## config.mk

```make
export PLATFORM = sky130hd
export DESIGN_NAME = cutoff_seq
export DESIGN_NICKNAME = d
export VERILOG_FILES = /design/src/rtl/csq_pkg.sv /design/src/rtl/csq_edges.sv /design/src/rtl/csq_phase.sv /design/src/rtl/csq_lines.sv /design/src/rtl/cutoff_seq.sv
export SDC_FILE = /design/constraint.sdc
export NUM_CORES = 1
export LEC_CHECK = 0
export BUFFER_PORTS_ARGS = -buffer_cell sky130_fd_sc_hd__buf_2
export CORE_MARGIN = 10
export CORE_UTILIZATION = 43
export DETAILED_ROUTE_END_ITERATION = 8
export PLACE_DENSITY = 0.7
export SYNTH_ARGS = -nofsm -noshare
export SYNTH_HDL_FRONTEND = slang
export SYNTH_SLANG_ARGS = --single-unit
```

## constraint.sdc

```tcl
create_clock -name clk -period 1.7 [get_ports clk]
set_input_delay 0.17 -clock clk [delete_from_list [all_inputs] [get_ports clk]]
set_output_delay 0.17 -clock clk [all_outputs]
set_load 0.02 [all_outputs]
```

## src/rtl/csq_pkg.sv

```systemverilog
package csq_pkg;
  typedef enum logic [1:0] {PH_WARM1, PH_WARM2, PH_RUN} phase_t;
  typedef enum logic [1:0] {SQ_IDLE, SQ_ARMED, SQ_WAIT, SQ_LINE} seq_t;
endpackage

```

## src/rtl/csq_edges.sv

```systemverilog
module csq_edges #(
  parameter int W = 3
) (
  input  logic         clk,
  input  logic         rst_n,
  input  logic [W-1:0] din,
  output logic [W-1:0] lvl_q,
  output logic [W-1:0] rise,
  output logic [W-1:0] fall
);
  logic [W-1:0] q;

  for (genvar i = 0; i < W; i++) begin : g_bit
    always_ff @(posedge clk or negedge rst_n) begin
      if (!rst_n) q[i] <= 1'b0;
      else        q[i] <= din[i];
    end
  end

  assign lvl_q = q;
  assign rise  = din & ~q;
  assign fall  = ~din & q;
endmodule

```

## src/rtl/csq_phase.sv

```systemverilog
module csq_phase
  import csq_pkg::*;
(
  input  logic   clk,
  input  logic   rst_n,
  input  logic   cutoff_off,
  input  logic   warm_ok,
  input  logic   loop_settled,
  output phase_t phase
);
  always_ff @(posedge clk or negedge rst_n) begin
    if (!rst_n) begin
      phase <= PH_WARM1;
    end else if (cutoff_off) begin
      phase <= PH_RUN;
    end else begin
      case (phase)
        PH_WARM1: if (warm_ok)      phase <= PH_WARM2;
        PH_WARM2: if (loop_settled) phase <= PH_RUN;
        default:  phase <= phase;
      endcase
    end
  end
endmodule

```

## src/rtl/csq_lines.sv

```systemverilog
module csq_lines
  import csq_pkg::*;
#(
  parameter int NCH = 3,
  localparam int IW = $clog2(NCH + 1)
) (
  input  logic          clk,
  input  logic          rst_n,
  input  logic          h_rise,
  input  logic          vb_rise,
  input  logic          vb_fall,
  input  logic          fb_fall,
  input  logic          fb_lvl,
  output logic          in_line,
  output logic          busy,
  output logic [IW-1:0] line_idx
);
  localparam logic [IW-1:0] LAST = IW'(NCH);

  seq_t st;
  logic trig;

  // earlier of the two trailing edges; a held-low flyback never triggers
  assign trig = fb_fall | (vb_fall & fb_lvl);

  always_ff @(posedge clk or negedge rst_n) begin
    if (!rst_n) begin
      st       <= SQ_IDLE;
      line_idx <= '0;
    end else if (vb_rise) begin
      st       <= SQ_ARMED;
      line_idx <= '0;
    end else begin
      case (st)
        SQ_ARMED: if (trig) st <= SQ_WAIT;
        SQ_WAIT: if (h_rise) begin
          st       <= SQ_LINE;
          line_idx <= '0;
        end
        SQ_LINE: if (h_rise) begin
          if (line_idx == LAST) st <= SQ_IDLE;
          else                  line_idx <= line_idx + 1'b1;
        end
        default: st <= st;
      endcase
    end
  end

  assign in_line = (st == SQ_LINE);
  assign busy    = (st == SQ_WAIT) || (st == SQ_LINE);
endmodule

```

## src/rtl/cutoff_seq.sv

```systemverilog
module cutoff_seq
  import csq_pkg::*;
#(
  parameter int NCH = 3
) (
  input  logic           clk,
  input  logic           rst_n,
  input  logic           h_pulse,
  input  logic           v_blank,
  input  logic           v_flyback,
  input  logic           cutoff_off,
  input  logic           warm_ok,
  input  logic           loop_settled,
  output logic           blank,
  output logic           bright_off,
  output logic [NCH-1:0] chan_ub,
  output logic [NCH-1:0] chan_meas,
  output logic           leak_win,
  output logic           clamp_win,
  output logic           monitor
);
  localparam int IW = $clog2(NCH + 1);
  localparam int H  = 0;
  localparam int VB = 1;
  localparam int FB = 2;

  logic [2:0]    lvl_q, rise, fall;
  logic          in_line, busy, cut_en, vb_q, warm1;
  logic [IW-1:0] line_idx;
  phase_t        phase;
  logic          edge_unused;

  csq_edges #(.W(3)) u_edges (
    .clk(clk), .rst_n(rst_n), .din({v_flyback, v_blank, h_pulse}),
    .lvl_q(lvl_q), .rise(rise), .fall(fall)
  );

  csq_phase u_phase (
    .clk(clk), .rst_n(rst_n), .cutoff_off(cutoff_off),
    .warm_ok(warm_ok), .loop_settled(loop_settled), .phase(phase)
  );

  csq_lines #(.NCH(NCH)) u_lines (
    .clk(clk), .rst_n(rst_n), .h_rise(rise[H]), .vb_rise(rise[VB]),
    .vb_fall(fall[VB]), .fb_fall(fall[FB]), .fb_lvl(v_flyback),
    .in_line(in_line), .busy(busy), .line_idx(line_idx)
  );

  assign edge_unused = ^{lvl_q[H], lvl_q[FB], fall[H], rise[FB]};

  assign vb_q   = lvl_q[VB];
  assign warm1  = (phase == PH_WARM1);
  assign cut_en = !warm1 && !cutoff_off;

  assign blank      = vb_q | busy | (phase != PH_RUN);
  assign bright_off = vb_q | busy;
  assign monitor    = warm1 & vb_q;
  assign leak_win   = in_line && cut_en && (line_idx == '0);
  assign clamp_win  = in_line && cutoff_off;

  for (genvar c = 0; c < NCH; c++) begin : g_chan
    assign chan_meas[c] = in_line && cut_en && (line_idx == IW'(c + 1));
    assign chan_ub[c]   = in_line ? !chan_meas[c] : (warm1 && !vb_q);
  end
endmodule

```

==> results of run 1 <==
[layout make-up]
class | instances | area (sq um) | share of cell area
Sequential cell | 9 | 225 | 0.243
Timing Repair Buffer | 28 | 196 | 0.212
Inverter | 6 | 22.5 | 0.0243
Tap cell | 15 | 18.8 | 0.0203
Multi-Input combinational cell | 50 | 437 | 0.472
Clock buffer | 4 | 26.3 | 0.0284
[worst max-delay path: cells and delay by family (launching register included)]
family,cells,cell delay [ns]
AOI/OAI and AO/OA,1,0.26
and+or+nand+nor,2,0.54
DFF,1,0.44
adders and majority gates,1,0.18
buffers and inverters,1,0.16
[cell families after synthesis]
group | after synthesis
adder cells (fa/ha/maj) | 8
flip-flops | 9
AO/OA/AOI/OAI | 14
buffers and inverters | 7
AND/OR/NAND/NOR | 28
[sequential cells by signal (all words and copies together), names as in the netlist]
register / flops
u_lines.st: 2
u_lines.line_idx: 2
u_edges.lvl_q: 3
u_phase.phase: 2
[how the worst max path moves through the flow]
stage,cells past startpoint,slack (ns),endpoint
6_report,5,0.009,u_lines.st[0]$_DFFE_PN0P_
3_5_place_dp,6,0.001,u_lines.st[0]$_DFFE_PN0P_
2_1_floorplan,5,0.06,u_lines.st[0]$_DFFE_PN0P_
3_3_place_gp,6,0.05,u_lines.st[0]$_DFFE_PN0P_
4_1_cts,6,0.005,chan_ub[2]
5_1_grt,5,-0.03,u_lines.line_idx[1]$_DFFE_PN0P_
[timing repair]
item                                   4_1_cts  5_1_grt
gates resized for setup                      6       20
setup endpoints to repair                    2       11
pin swaps                                    3        2
hold buffers                                 1        0
setup buffers                                2        3
endpoints found under the hold margin        9        0
[placed cells by master, fill, tap and decap left out, types with 3 or more instances in the layout]
cell	n
clkbuf_4	3
buf_4	8
and3_1	4
nand2b_1	3
ha_1	4
a21oi_1	7
buf_2	14
inv_1	5
nand3_1	3
buf_6	5
dfrtp_1	9
[per-layer routing]
layer,global-route usage,up-vias
met1,0.0973,272
li1,-,293
met4,0.0503,0
met3,0.0305,4
met5,0,-
met2,0.138,15
[power by group]
group	internal, W	total (W)	leakage [nW]	switching [W]
Clock	0.0000902	0.000160	0.0150	0.0000703
Combinational	0.000442	0.000854	0.346	0.000413
Sequential	0.000256	0.000296	0.109	0.0000405
Total	0.000788	0.00131	0.469	0.000523
[metrics by stage]
step	instance area, sq um	util	setup slack, ns	setup TNS, ns
finish	926	0.694	0.00927	0
floorplan	617	-	0.0610	0
global placement	751	0.563	0.0473	0
CTS	830	0.622	0.00510	0
detailed placement	751	0.563	0.00129	0
global route	926	0.694	-0.0321	-0.0795
==> results.txt, run 1 <==
The run finished with clean final reports. Data on the critical path is required at its endpoint by 1.84 ns. The CTS root buffer is clkbuf_4.

In this run the standard cell core region covers 1330 sq um. The area growth from synthesis to layout is 50.1%. The kind of start point of the critical path is a flop. The mux share of post-synthesis cell area is 0. In the post-synthesis netlist, the biggest area contributors are dfrtp_1 37%, ha_1 16%, a21oi_1 6.5%, and3_1 5.1%, inv_1 3.7%. Timing would allow up to 0.591 GHz.

The worst setup path is of the reg -> reg kind. Once placement completed, the tool counted placed cells totaling 102. Static leakage power: 0.469 nW. The post-synthesis instance total is 66, and the clock buffer count from CTS is 3. The clock passes through at most 2 buffers. The finished layout holds 112 standard cells, fillers aside.

Once detail routing completed, the nets flagged for antenna violations numbered 0. For the pin with the worst max-slew slack, the measured transition is 0.245 ns. In this run the top signal layer used is met4. Number of I/O port buffers: 18.

The startpoint identified for the worst register-to-register timing path is u_lines.st[0]$_DFFE_PN0P_. The run gives 0.009 ns as the reg-to-reg setup timing slack. The xor-xnor portion of the synthesized cell area was 0.

Among all cell types in the netlist, the one instantiated most often is dfrtp_1. The post-synthesis area per instance was 9.35 sq um; the maximum net fanout on the critical path was 5. The cell area that synthesis handed to floorplanning was 617 sq um. The share of the synthesized area in the top cell type works out to 0.365. The design draws 0.00131 W. Detailed routing placed a total of 113 um of wire on met3.

The worst hold path terminates at u_edges.lvl_q[1]$_DFF_PN0_. The number of cells traversed by the worst hold path is 1, and the detailed-route vias per instance is 5.21. The die span in x was 57.9 um; the starting density of the core was 0.462. The tools report the worst hold slack as 0.0464 ns. The total of flip-flops plus latches after synthesis works out to 9. The layout has 105 filler cells. The signal on the critical path passes through buf_4, ha_2, and3_4, or3b_4, a211o_1. The antenna diode instance count came out at 0. The number of enable flip-flop cells after synthesis was 0. For the worst setup path, the data arrival time is 1.83 ns.

For this run, the detailed router's first-pass iteration total came to 3. Row generation in the floorplan step produced 13 rows. Post-synthesis adder-cell area fraction: 0.162.

IR analysis of the VDD net gives a maximum drop of 1.06 mV. The number of antenna violations at the first check in global routing is 0. Share of the synthesized area in compound gates (AO/OA/AOI/OAI): 0.140. The biggest area contributor in the post-synthesis netlist is dfrtp_1. The startpoint identified for the worst hold timing path is v_blank.

The classification of the worst-slack hold path was in -> reg. Counting distinct cell types in the post-synthesis netlist gives 24. The run gives 1 as the number of H-tree branching levels. In this run the critical register-to-register path is captured at u_lines.st[0]$_DFFE_PN0P_. For this run, the slowest stage of the critical path takes 0.44 ns. The share of cells above drive strength 1 is 0.505. The logs give 9 for the clock sink count and 0.712 for the weighted congestion reported at the end of routability-driven placement. For the global-route wire length before repair, the log shows 2420 um.

The fraction of the cycle the final worst path needs works out to 0.995. The post-synthesis share of cell area spent on and, or, nand and nor gates was 0.288; the largest net degree at the start of global routing was 10. The number of global-route vias before repair is 581. The largest family of logic cells by synthesized area is simple AND/OR/NAND/NOR gates.

The most critical setup path has its startpoint at u_lines.st[0]$_DFFE_PN0P_. The tools report the number of nets in the synthesized netlist as 82. Sequential fraction of the synthesis area: 0.365. The tools report the total routing usage reported by global routing as 0.0867. The number of max-slew violations in the final report is 0, and the remaining design rule violation count is 0. The source-to-sink clock delay at the later pin of the worst-skew pair is 0.26 ns, and the post-synthesis async set-or-reset flop share is 1.00.

The final critical delay including setup and external delays works out to 1.69 ns. Detailed routing placed a total of 730 um of wire on met2. The die covers 3350 sq um. Pin placement for this block handled 19 I/O pins. After legalization and detailed placement, the total HPWL measured 1120 um.

The number of endpoints failing setup at the final stage was 0; the DRC violation total after the first TritonRoute iteration was 4. Summing over every cut layer, the via total after detailed routing is 584. Most used flip-flop cell after synthesis: dfrtp_1. TritonCTS built the clock tree. The largest individual stage delay along the critical path comes from the cell dfrtp_1. The tools report the total wire length as 1490 um. The headroom to the max-slew limit is 0.837, and the clock slew seen by the registers of the worst setup and hold paths is 0.06 ns. STA classifies the critical path endpoint as a flop. In the final routed layout, each cell accounts on average for 13.3 um.

For this run the aggregate overflow at the end of global routing stands at 0. The power per cell area is 1420 nW/um^2. Yosys printed 0 warnings.

The die height came out at 57.9 um. For the final hold violation count, the log shows 0. The max-capacitance violation count came out at 0. Setup repair after global routing could not meet its margin everywhere. In the synthesized netlist, the cells that appear most often are 9 x dfrtp_1, 8 x a21oi_1, 8 x ha_1.

The detailed router put a total of 631 um of wire on met1. The tools report the final net count as 114. Measured in cells, the most critical reg-to-reg path has a length of 5.

Clock skew on the completed layout was measured at 0.00734 ns.
(Power assumes the default switching activity.)
==> run 2: changes to the inputs <==
Settings changed: CORE_UTILIZATION 43 to 42, PLACE_DENSITY 0.7 to 0.69, SYNTH_HIERARCHICAL from default to 1.
==> run 2 against run 1 <==
Combinational power shrank 79%. Worst hold slack worse by 0.015 ns. Setup slack improved by 0.079 ns. Via count decreased by 15%. Sequential share of layout area increased by 8.3 points. Die area decreased by 6.1%. Utilization fell by 10 points. Final cell count fell by 18%. Critical path type is now reg -> out. Largest power group is now registers.
==> results.txt, run 2 <==
The count of standard-cell rows is 12 (-1). The signal arrival time at the worst endpoint was 1.44 ns (-0.39 ns). On the critical path, the stage with the largest delay is an instance of dfrtp_1.

The logs give 6 (+6) for the total of warnings raised by yosys and 0.329 nW (-30%) for the static leakage power. The number of global-route vias before repair was 464 (-20%). Leaving out fill and tap cells, the most frequent cell in the layout is buf_2. The post-synthesis instance total is 56 (-15%), and the weighted congestion reported at the end of routability-driven placement is 0.834 (+17%). The routed length per placed instance came out at 13.7 um (+2.7%). The area occupied by registers is 226 sq um (+0.56%). The fraction of the cycle the final worst path needs was 0.948 (-0.0464). The largest vdd supply drop was 0.519 mV (-51%); the core area was 1170 sq um (-12%). The boundary pin count was 19 (unchanged); the slew at the pin closest to its max-slew limit was 0.262 ns (+0.0168 ns).

The run gives 324 sq um (-26%) as the area occupied by multi-input gates. The run finished with clean final reports. Largest net degree at the start of global routing: 10 (unchanged).

The power after layout was 0.000603 W (-54%); the number of H-tree branching levels was 1 (unchanged). For the DRC violation total after the first TritonRoute iteration, the log shows 0 (-4). The share of cells above drive strength 1 was 0.410 (-0.0949); the global-route wire length before repair was 2010 um (-17%).

Maximum clock rate: 0.620 GHz (+4.9%). The die area is 3140 sq um (-6.1%), and the die span in x is 56.1 um (-3.1%). The total wire length was 1260 um (-16%); the final hold violation count was 0 (unchanged). Classification of the worst-slack hold path: in -> reg. Number of vias in the routed layout: 498 (-15%). The CTS root buffer was clkbuf_4. The source-to-sink clock delay at the later pin of the worst-skew pair was 0.25 ns (about the same). The number of nets in the synthesized netlist was 65 (-21%). The power per cell area was 868 nW/um^2 (-39%). Setup repair after global routing left no endpoint under its margin. The total routing usage reported by global routing is 0.0795 (-0.00716). In the layout the commonest cells are 18 x buf_2, 8 x dfrtp_1, 5 x and2b_2, 4 x nor2_1. The number of max-slew violations in the final report was 0 (unchanged). The post-synthesis area per instance is 9.76 sq um (+4.5%), and the headroom to the max-slew limit is 0.826 (-0.0110). The clock buffer count from CTS is 3 (unchanged), and the maximum net fanout on the critical path is 7 (+2).

TritonCTS built the clock tree. The total negative setup slack is 0 ns (unchanged), and the number of I/O port buffers is 18 (unchanged). The logs give 2 (unchanged) for the maximum count of clock buffers along a single path and 1.53 ns (-0.31 ns) for the required time reported for the critical path endpoint. The max-capacitance violation count was 0 (unchanged). The run gives 0 (unchanged) as the number of antenna violations at the first check in global routing. The tools report the clock sink count as 9 (unchanged). The die height came out at 56.1 um (-3.1%). The final critical delay including setup and external delays is 1.61 ns (-0.0789 ns), and the worst stage delay on the critical path is 0.43 ns (about the same).

The starting density of the core was 0.467 (+0.00440); the largest clock skew in the final design was 0.00331 ns (-0.00403 ns). The number of endpoints failing setup at the final stage was 0 (unchanged). The tools report the netlist area before placement as 547 sq um (-11%).

The type of destination of the critical path is an output port. The run gives 88 (-23%) as the final net count. The gate family responsible for the most delay along the worst path was simple AND/OR/NAND/NOR gates. The number of fill cells is 108 (+2.9%). The first-pass detailed-route iteration total came out at 1 (-2). Walking the worst path, the cells encountered are or2_1, or3b_1, buf_2. The detailed-route vias per instance is 5.41 (+3.8%). The kind of start point of the critical path is a flop. The remaining antenna violation count is 0 (unchanged). The antenna diode instance count was 0 (unchanged); the overflow left after global routing was 0 (unchanged).

Compared with the post-synthesis result, the final layout area differs by 27.0%. Remaining design rule violation count: 0 (unchanged). The total setup buffers inserted after CTS was 0 (-2); the number of flip-flops in the largest register was 3 (unchanged). Buffers plus inverters on the worst setup path: 1 (unchanged). The critical path class is reg -> out. The clock slew seen by the registers of the worst setup and hold paths was 0.06 ns (about the same).
[run 2: routing by layer]
metal	up-vias	share of wire	GRT usage	wire (um)
met3	2	0.064	0.0228	81
met4	0	0.014	0.0717	18
met5	-	0	0	0
met1	226	0.49	0.0911	611
li1	255	-	-	-
met2	15	0.44	0.115	548
[run 2: worst reg2reg max path, stage by stage (launching register included)]
cell	delay, ns
dfrtp_1	0.45
ha_1	0.29
or3_1	0.37
a211oi_2	0.18
[run 2: layout make-up]
class                      instances  share of cell area
sequential                         9               0.326
multi-input combinational         46               0.467
tap                               14              0.0252
timing repair buffer              19               0.144
clock buffer                       4              0.0378
[run 2: report_power, final]
part | internal [W] | leakage (nW) | switching [W]
sequential | 0.000233 | 0.108 | 0.0000266
clock | 0.0000901 | 0.0150 | 0.0000692
combinational | 0.0000798 | 0.206 | 0.000104
total | 0.000403 | 0.329 | 0.000199
[run 2: what timing repair did]
item | in CTS | in global routing
setup endpoints to repair | 0 | 6
gates resized for setup | 0 | 3
hold endpoints to repair | 9 | 0
hold buffers | 1 | 0
[run 2: per-stage QoR]
step / cells / setup slack [ns] / utilization / cell area (sq um) / hold WS [ns]
after floorplan: 56 / 0.155 / - / 547 / -0.126
after global placement: 87 / 0.319 / 0.556 / 651 / 0.0298
after detailed placement: 87 / 0.318 / 0.556 / 651 / 0.0290
after CTS: 92 / 0.0291 / 0.587 / 687 / 0.0232
after global routing: 92 / 0.0182 / 0.593 / 694 / 0.0214
final: 92 / 0.0882 / 0.593 / 694 / 0.0318
[run 2: worst paths after layout]
kind,start,to,slack (ns),depth (start not counted)
setup reg to reg,u_lines/line_idx[0]$_DFFE_PN0P_,u_lines/line_idx[0]$_DFFE_PN0P_,0.32,3
hold / removal,h_pulse,u_edges/lvl_q[0]$_DFF_PN0_,0.03,1
min in group asynchronous,rst_n,u_edges/lvl_q[0]$_DFF_PN0_,0.29,2
max in group asynchronous,rst_n,u_lines/st[0]$_DFFE_PN0P_,1.22,2
setup / recovery,u_lines/st[1]$_DFFE_PN0P_,blank,0.09,3
hold reg to reg,u_phase/phase[1]$_DFFE_PN0P_,u_phase/phase[1]$_DFFE_PN0P_,0.63,1
